===== src/rtl/memGrantPkg.sv =====
package memGrantPkg;
  localparam int NUM_PRIO = 4;
  localparam int ADDR_W = $clog2(NUM_PRIO);
  localparam int BASE_CAP = 256;
  localparam int RESERVED_LOCS = 32;
  localparam int LOCS_PER_LU = 16;

  typedef struct packed {
    logic inc;
    logic dec;
    logic sample;
    logic [NUM_PRIO-1:0] wrEn;
  } dpCmd_t;
endpackage


===== src/rtl/memGrantCtrl.sv =====
module memGrantCtrl
  import memGrantPkg::*;
#(
  parameter int CNT_W = 10
) (
  input  logic              allocStb,
  input  logic              releaseStb,
  input  logic              speedExp,
  input  logic              luTick,
  input  logic              cfgWrEn,
  input  logic [ADDR_W-1:0] cfgAddr,
  input  logic [CNT_W-1:0]  allocCount,
  output dpCmd_t            cmd
);
  localparam logic [CNT_W-1:0] USABLE_LO = CNT_W'(BASE_CAP - RESERVED_LOCS);
  localparam logic [CNT_W-1:0] USABLE_HI = CNT_W'(2 * BASE_CAP - RESERVED_LOCS);

  logic [CNT_W-1:0] usable;
  assign usable = speedExp ? USABLE_HI : USABLE_LO;

  always_comb begin
    cmd.inc    = allocStb && !releaseStb && (allocCount < usable);
    cmd.dec    = releaseStb && !allocStb && (allocCount != '0);
    cmd.sample = luTick;
    for (int p = 0; p < NUM_PRIO; p++) begin
      cmd.wrEn[p] = cfgWrEn && (cfgAddr == ADDR_W'(p));
    end
  end
endmodule


===== src/rtl/memGrantDp.sv =====
module memGrantDp
  import memGrantPkg::*;
#(
  parameter int CNT_W = 10
) (
  input  logic                             clk,
  input  logic                             rstN,
  input  dpCmd_t                           cmd,
  input  logic [CNT_W-1:0]                 cfgWrData,
  output logic [CNT_W-1:0]                 allocCount,
  output logic [NUM_PRIO-1:0][CNT_W-1:0]   thrVec,
  output logic [NUM_PRIO-1:0]              memGrant,
  output logic                             cfgErr
);
  logic orderBad;

  always_ff @(posedge clk) begin
    if (!rstN) allocCount <= '0;
    else if (cmd.inc) allocCount <= allocCount + 1'b1;
    else if (cmd.dec) allocCount <= allocCount - 1'b1;
  end

  for (genvar p = 0; p < NUM_PRIO; p++) begin : gPrio
    always_ff @(posedge clk) begin
      if (!rstN) thrVec[p] <= '0;
      else if (cmd.wrEn[p]) thrVec[p] <= cfgWrData;
    end

    always_ff @(posedge clk) begin
      if (!rstN) memGrant[p] <= 1'b1;
      else if (cmd.sample) begin
        if (allocCount > thrVec[p]) memGrant[p] <= 1'b0;
        else if (allocCount < thrVec[p]) memGrant[p] <= 1'b1;
      end
    end
  end

  always_comb begin
    orderBad = 1'b0;
    for (int p = 0; p < NUM_PRIO - 1; p++) begin
      if (thrVec[p] < thrVec[p+1]) orderBad = 1'b1;
    end
  end

  always_ff @(posedge clk) begin
    if (!rstN) cfgErr <= 1'b0;
    else if (orderBad) cfgErr <= 1'b1;
  end
endmodule


===== src/rtl/memGrantRec.sv =====
module memGrantRec
  import memGrantPkg::*;
#(
  parameter int CNT_W = 10,
  parameter int DLY_W = 5,
  parameter int CPL_W = 8
) (
  input  logic             speedExp,
  input  logic [DLY_W-1:0] grantDelayLu,
  input  logic [CPL_W-1:0] ctrlPktLocs,
  output logic [CNT_W-1:0] recThresh0
);
  localparam int RW = CNT_W + DLY_W + CPL_W;

  logic [RW-1:0] cap;
  logic [RW-1:0] deduct;

  always_comb begin
    cap    = speedExp ? RW'(2 * BASE_CAP) : RW'(BASE_CAP);
    deduct = RW'(grantDelayLu) * RW'(LOCS_PER_LU) + RW'(ctrlPktLocs) + RW'(RESERVED_LOCS);
    recThresh0 = (deduct >= cap) ? '0 : CNT_W'(cap - deduct);
  end
endmodule


===== src/rtl/memGrantCtl.sv =====
module memGrantCtl
  import memGrantPkg::*;
#(
  parameter int CNT_W = 10,
  parameter int DLY_W = 5,
  parameter int CPL_W = 8
) (
  input  logic                clk,
  input  logic                rstN,
  input  logic                allocStb,
  input  logic                releaseStb,
  input  logic                speedExp,
  input  logic                luTick,
  input  logic                cfgWrEn,
  input  logic [ADDR_W-1:0]   cfgAddr,
  input  logic [CNT_W-1:0]    cfgWrData,
  input  logic [DLY_W-1:0]    grantDelayLu,
  input  logic [CPL_W-1:0]    ctrlPktLocs,
  output logic [NUM_PRIO-1:0] memGrant,
  output logic                cfgErr,
  output logic [CNT_W-1:0]    allocCount,
  output logic [CNT_W-1:0]    recThresh0
);
  dpCmd_t cmd;
  logic [NUM_PRIO-1:0][CNT_W-1:0] thrVec;

  memGrantCtrl #(.CNT_W(CNT_W)) uCtrl (
    .allocStb(allocStb), .releaseStb(releaseStb), .speedExp(speedExp),
    .luTick(luTick), .cfgWrEn(cfgWrEn), .cfgAddr(cfgAddr),
    .allocCount(allocCount), .cmd(cmd)
  );

  memGrantDp #(.CNT_W(CNT_W)) uDp (
    .clk(clk), .rstN(rstN), .cmd(cmd), .cfgWrData(cfgWrData),
    .allocCount(allocCount), .thrVec(thrVec), .memGrant(memGrant), .cfgErr(cfgErr)
  );

  memGrantRec #(.CNT_W(CNT_W), .DLY_W(DLY_W), .CPL_W(CPL_W)) uRec (
    .speedExp(speedExp), .grantDelayLu(grantDelayLu),
    .ctrlPktLocs(ctrlPktLocs), .recThresh0(recThresh0)
  );
endmodule


===== config.mk =====
export PLATFORM = sky130hd
export DESIGN_NAME = memGrantCtl
export DESIGN_NICKNAME = d
export VERILOG_FILES = /design/src/rtl/memGrantPkg.sv /design/src/rtl/memGrantCtrl.sv /design/src/rtl/memGrantDp.sv /design/src/rtl/memGrantRec.sv /design/src/rtl/memGrantCtl.sv
export SDC_FILE = /design/constraint.sdc
export NUM_CORES = 1
export LEC_CHECK = 0
export BUFFER_PORTS_ARGS = -buffer_cell sky130_fd_sc_hd__buf_2
export CAP_MARGIN = 20
export CORE_MARGIN = 2
export CORE_UTILIZATION = 60
export CTS_CLUSTER_SIZE = 16
export DETAILED_ROUTE_END_ITERATION = 8
export PLACE_DENSITY_LB_ADDON = 0.12
export SYNTH_ARGS = -nofsm -noshare
export SYNTH_HDL_FRONTEND = slang
export SYNTH_SLANG_ARGS = --single-unit
export TNS_END_PERCENT = 50

===== constraint.sdc =====
create_clock -name clk -period 4.5 [get_ports clk]
set_input_delay 0.225 -clock clk [delete_from_list [all_inputs] [get_ports clk]]
set_output_delay 0.225 -clock clk [all_outputs]
set_load 0.02 [all_outputs]

# After elaboration in Yosys (flattened, before gate mapping)
# Cells that the tools add are included.
[word_totals]
register_bits = 55
in_bits = 32
elab_cells = 68
[op_classes]
add_sub_neg = 5
order_cmp = 13
eq_ne = 3
n_mux = 16
n_reduce_logical = 21
[op_table]
columns = ["op", "n"]
rows = [
  ["less-than comparator 10 bit", 8],
  ["greater-than comparator 10 bit", 4],
  ["two-way mux 10 bit", 4],
  ["greater-or-equal comparator 23 x 10 -> 1 bit", 1],
  ["adder 10 x 6 -> 11 bit (second input constant)", 1],
  ["two-way mux 1 bit", 11],
  ["adder 10 x 1 -> 10 bit (second input constant)", 1],
  ["adder 9 x 8 -> 10 bit", 1],
  ["nonzero test 10 bit", 1],
  ["nonzero test 2 bit", 5],
  ["subtractor 10 x 1 -> 10 bit (second input constant)", 1],
  ["subtractor 10 bit", 1],
  ["two-way mux 9 bit", 1],
  ["logical AND 1 bit", 8],
  ["AND reduction 2 bit", 4],
  ["== test 2 bit (second input constant)", 2],
  ["== test 2 x 1 -> 1 bit (second input constant)", 1],
  ["logical NOT 1 bit", 2],
  ["logical NOT 2 bit", 1],
]

# Depth between registers and ports, before layout
[depth]
depth_word = 5
ltp_mapped = 13
ltp_nobuf = 12

# Cells and area by module
# Synthesis repeated with hierarchy kept, for this count alone.
[unflattened]
hier_cells = 521
hier_area_um2 = 4549.4
[by_module_without_submodules]
columns = ["module", "n_inst", "cells_each", "area_per_inst_um2", "seq_area_each_um2"]
rows = [
  ["memGrantDp", 1, 442, 3955.0, 1101.1],
  ["memGrantRec", 1, 63, 493.0, 0.0],
  ["memGrantCtrl", 1, 16, 101.3, 0.0],
]

# Worst setup path after synthesis
# OpenSTA, ideal clock, no wires.
[synth_timing]
kind = "input to output"
from = "input port grantDelayLu[2]"
to = "output port recThresh0[4]"
arrival_ns = 2.670
required_ns = 4.275
slack_ns = 1.605
stages = 10
path_buffers = 1
cell_sequence = "ha_1 -> ha_1 -> a21o_1 -> a21oi_1 -> xor2_1 -> ha_1 -> a41o_1 -> a21o_1 -> clkbuf_1 -> nor3b_1"
[synth_via]
elab_chain_len = 4
[synth_rtl]
columns = ["element", "line_no", "text"]
rows = [
  ["start: declaration", "memGrantCtl.sv:17", "input logic [DLY_W-1:0] grantDelayLu,"],
  ["adder 9 x 8 -> 10 bit", "memGrantRec.sv:20", "deduct = RW'(grantDelayLu) * RW'(LOCS_PER_LU) + RW'(ctrlPktLocs) + RW'(RESERVED_LOCS);"],
  ["adder 10 x 6 -> 11 bit", "memGrantRec.sv:20", ""],
  ["greater-or-equal comparator 23 x 10 -> 1 bit", "memGrantRec.sv:21", "recThresh0 = (deduct >= cap) ? '0 : CNT_W'(cap - deduct);"],
  ["two-way mux 10 bit", "memGrantRec.sv:21", ""],
  ["end: declaration", "memGrantCtl.sv:22", "output logic [CNT_W-1:0] recThresh0"],
]
# Every way passes these cells.

# Worst setup path in the final report
# Same ends and word-level chain as after synthesis.

==> results.yml <==
critical_path:
  critical_path_cell_list: "buf_2 -> ha_1 -> ha_1 -> a21o_1 -> a21oi_1 -> xor2_1 -> ha_1 -> a41o_1 -> a21o_1 -> nor3b_1 -> buf_2"
  cp_slowest_stage_delay_ns: 0.31
  critical_path.max_fanout: 10
  worst-r2r-setup-slack_ns: 1.63
  crit_arrival_ns: 2.66
  regToRegStartpoint: "uDp.allocCount[8]"
  cp_common_cell: "ha_1"
  slowest_stage: "ha_1"
  critPathRequiredTime_ns: 4.28
  crit_type: "primary input to output pin"
  setup_crit_end_kind: "output pin"
  regToRegEndpoint: "uDp.allocCount[7]"
  r2r.worst_path.cells: 9
  worstSetupStartpointType: "primary input"
yosys:
  synth-adder-area-share_pct: 26.2
  yosys_warnings: 0
  xor_xnor_share_of_the_synthesized_area_pct: 2.61
  netlist_area_um2: 4360
  yosys_most_used_dff: "dfxtp_1"
  synth-seq-area-share_pct: 25.3
  synthCells: 550
  yosys.area_share.simple_pct: 20.8
  synth-async-reset-ratio_pct: 0
  dominant_combinational_cell_family_by_area_after_synthesis: "adder cells"
  synthesis.area_per_instance_um2: 7.92
  synth_edf_count: 0
  netlist-cell-type-count: 47
  syn_nets: 672
  post_synth_mux_area_share_pct: 2.53
  ys_seq_elements: 55
  synth-compound-area-share_pct: 16.5
clocking:
  cts_max_path_buffers: 2
  cts.root.buffer_cell: "clkbuf_8"
  cts.reportedPaths.clkPinSlew_ns: 0.11
  tritoncts_num_sinks: 55
  tritoncts: "built"
  cts_repair_resize_count: 0
  h-tree-depth: 2
  cts_buf_count: 5
  cts_setup_buffers: 0
  quantity_of_hold_fixing_buffers_added_after_cts: 0
  clock_insertion_delay_at_the_later_pin_of_the_skew_report_ns: 0.33
die:
  placementRows: 31
  initial_core_util_pct: 61.1
  chipHeight_um: 89.2
  dieWidth_um: 89.2
  die_outline_area_um2: 7960
  core_area_um2: 7140
  num_io_pins: 57
timing:
  fin_worst_hold_slack_ns: 0.169
  final-setup-viol-count: 0
  rsz0062_at_grt: "false"
  worst_clock_skew_ns: 0.0171
  worst_slew_margin_rel_pct: 49.5
  tightestPinTransition_ns: 0.752
  fin_setup_tns_ns: 0
  final-max-slew-violation-count: 0
  post-route-period-util_pct: 64.2
  finalWorstPathRequiredPeriod_ns: 2.89
  fmax_mhz: 346
  hold_viol_final: 0
global_routing:
  grt_start_max_net_pins: 29
  overflow: 0
  grt_usage_pct: 28.9
  grt_pass1_vias: 3772
  number_of_antenna_violations_at_the_first_check_in_global_routing: 0
  grt_pass1_wl_mm: 17.9
finish:
  fill_cells: 638
  n_antenna_cell: 0
  final_net_count: 722
  drive_gt1_share_pct: 11.3
  flow.area_growth_from_synthesis_pct: 10.5
  instances_no_fill: 700
  layout.core_utilization_pct: 67.4
pwr:
  finalPower_uw: 2270
  power.leakage_uw: 0.00224
  worst_ir_drop_vdd_mv: 0.184
  power.density_nw_per_um2: 471
placed_design:
  gp_congestion: 0.918
  detailed_place_hpwl_mm: 8.60
  port_buffers: 56
  placedCellCount: 691
hold_path:
  timing.hold.worst_endpoint: "uDp.thrVec[30]"
  timing.hold.worst.class: "primary input to flop"
  min-delay-start: "cfgWrData[0]"
  min_delay_path_depth: 3
drt:
  post_drt_via_cell_ratio: 5.71
  drc_errors: 0
  routedWlPerCell_um: 15.6
  num_vias: 3999
  detail-route-antenna-nets: 0
  drt-total-wl_mm: 10.9
  detailedRoute.firstIterationViolations: 158
  drt_pre_antenna_iters: 5
job:
  number_of_violations_of_the_max_capacitance_limit: 0
outcome:
  status: "complete, no violations"
==> worst max-delay path, delay by kind of cell <==
kind / cells / cell delay, ns
AND/OR/NAND/NOR: 1 / 0.21
buffers and inverters: 2 / 0.29
XOR/XNOR: 1 / 0.22
AO/OA/AOI/OAI: 4 / 0.81
adder cells (fa/ha/maj): 3 / 0.91
==> registers in the layout, summed over array words and instances, names as in the netlist <==
| signal | cells |
|---|---|
| uDp.thrVec | 40 |
| uDp.allocCount | 10 |
| uDp.memGrant | 4 |
| uDp.cfgErr | 1 |
==> layout make-up <==
cell class | instances | area (um2) | area share (%)
clock buffers | 5 | 68.8 | 1.43
repair buffers | 58 | 299 | 6.21
well taps | 99 | 124 | 2.57
clock inverters | 3 | 27.5 | 0.572
flip-flops and latches | 55 | 1100 | 22.9
multi-input cells | 426 | 2990 | 62.1
inverters | 54 | 203 | 4.21
==> through the flow <==
step | cell area [um2] | worst slack (ns)
finish | 4810 | 1.61
CTS | 4800 | 1.61
detailed placement | 4710 | 1.62
floorplan | 4360 | 1.61
global route | 4810 | 1.36
global placement | 4710 | 1.69
==> cell usage in the layout (no fill, tap or decap), drive strengths merged, types with 9 or more instances in the layout <==
| cell | instances |
|---|---|
| a21o | 11 |
| buf | 58 |
| nor2b | 14 |
| nor2 | 55 |
| ha | 88 |
| nand2 | 67 |
| mux2i | 11 |
| nand4 | 12 |
| o21ai | 21 |
| inv | 55 |
| dfxtp | 55 |
| a21oi | 55 |
| nand3 | 9 |
==> worst max path at each step <==
stage,startpoint,endpoint,slack [ns],depth (start not counted)
final,grantDelayLu[2],recThresh0[4],1.61,11
after global routing,uDp.allocCount[8],uDp.allocCount[7],1.36,9
after floorplan,grantDelayLu[2],recThresh0[4],1.61,10
after detailed placement,grantDelayLu[2],recThresh0[4],1.62,11
after global placement,grantDelayLu[2],recThresh0[4],1.69,11
after CTS,grantDelayLu[2],recThresh0[4],1.61,11
==> synthesized netlist by cell type, types with 6 or more instances <==
cell type / number / share of area, %
a21oi_1: 55 / 6.3
o21ai_0: 21 / 2.4
nand2_1: 67 / 5.8
nor2_1: 55 / 4.7
clkbuf_1: 14 / 1.2
nor3_1: 7 / 0.80
nand4_1: 12 / 1.7
inv_1: 53 / 4.6
nor2b_1: 14 / 2.0
a21o_1: 11 / 1.9
nand3_1: 9 / 1.0
xnor2_1: 7 / 1.4
mux2i_1: 11 / 2.5
xor2_1: 6 / 1.2
ha_1: 88 / 25
dfxtp_1: 55 / 25
==> power breakdown <==
group / total [uW] / internal [uW] / switching (uW)
registers: 698 / 555 / 143
logic: 1260 / 546 / 714
clock network: 308 / 116 / 191
==> logic make-up after synthesis <==
| group | count (synthesis) |
|---|---|
| and+or+nand+nor | 192 |
| muxes | 11 |
| DFF | 55 |
| buffers and inverters | 69 |
| adders and majority gates | 90 |
| AOI/OAI and AO/OA | 120 |
| xor gates and xnor gates | 13 |
==> per-layer routing <==
metal / global-route usage [%] / up-vias / routed length, um
li1: - / 2014 / -
met1: 38.4 / 1834 / 5050
met2: 49.2 / 127 / 5160
met3: 3.79 / 24 / 519
met4: 7.87 / 0 / 206
met5: 0 / - / 0
(Power assumes the default switching activity.)
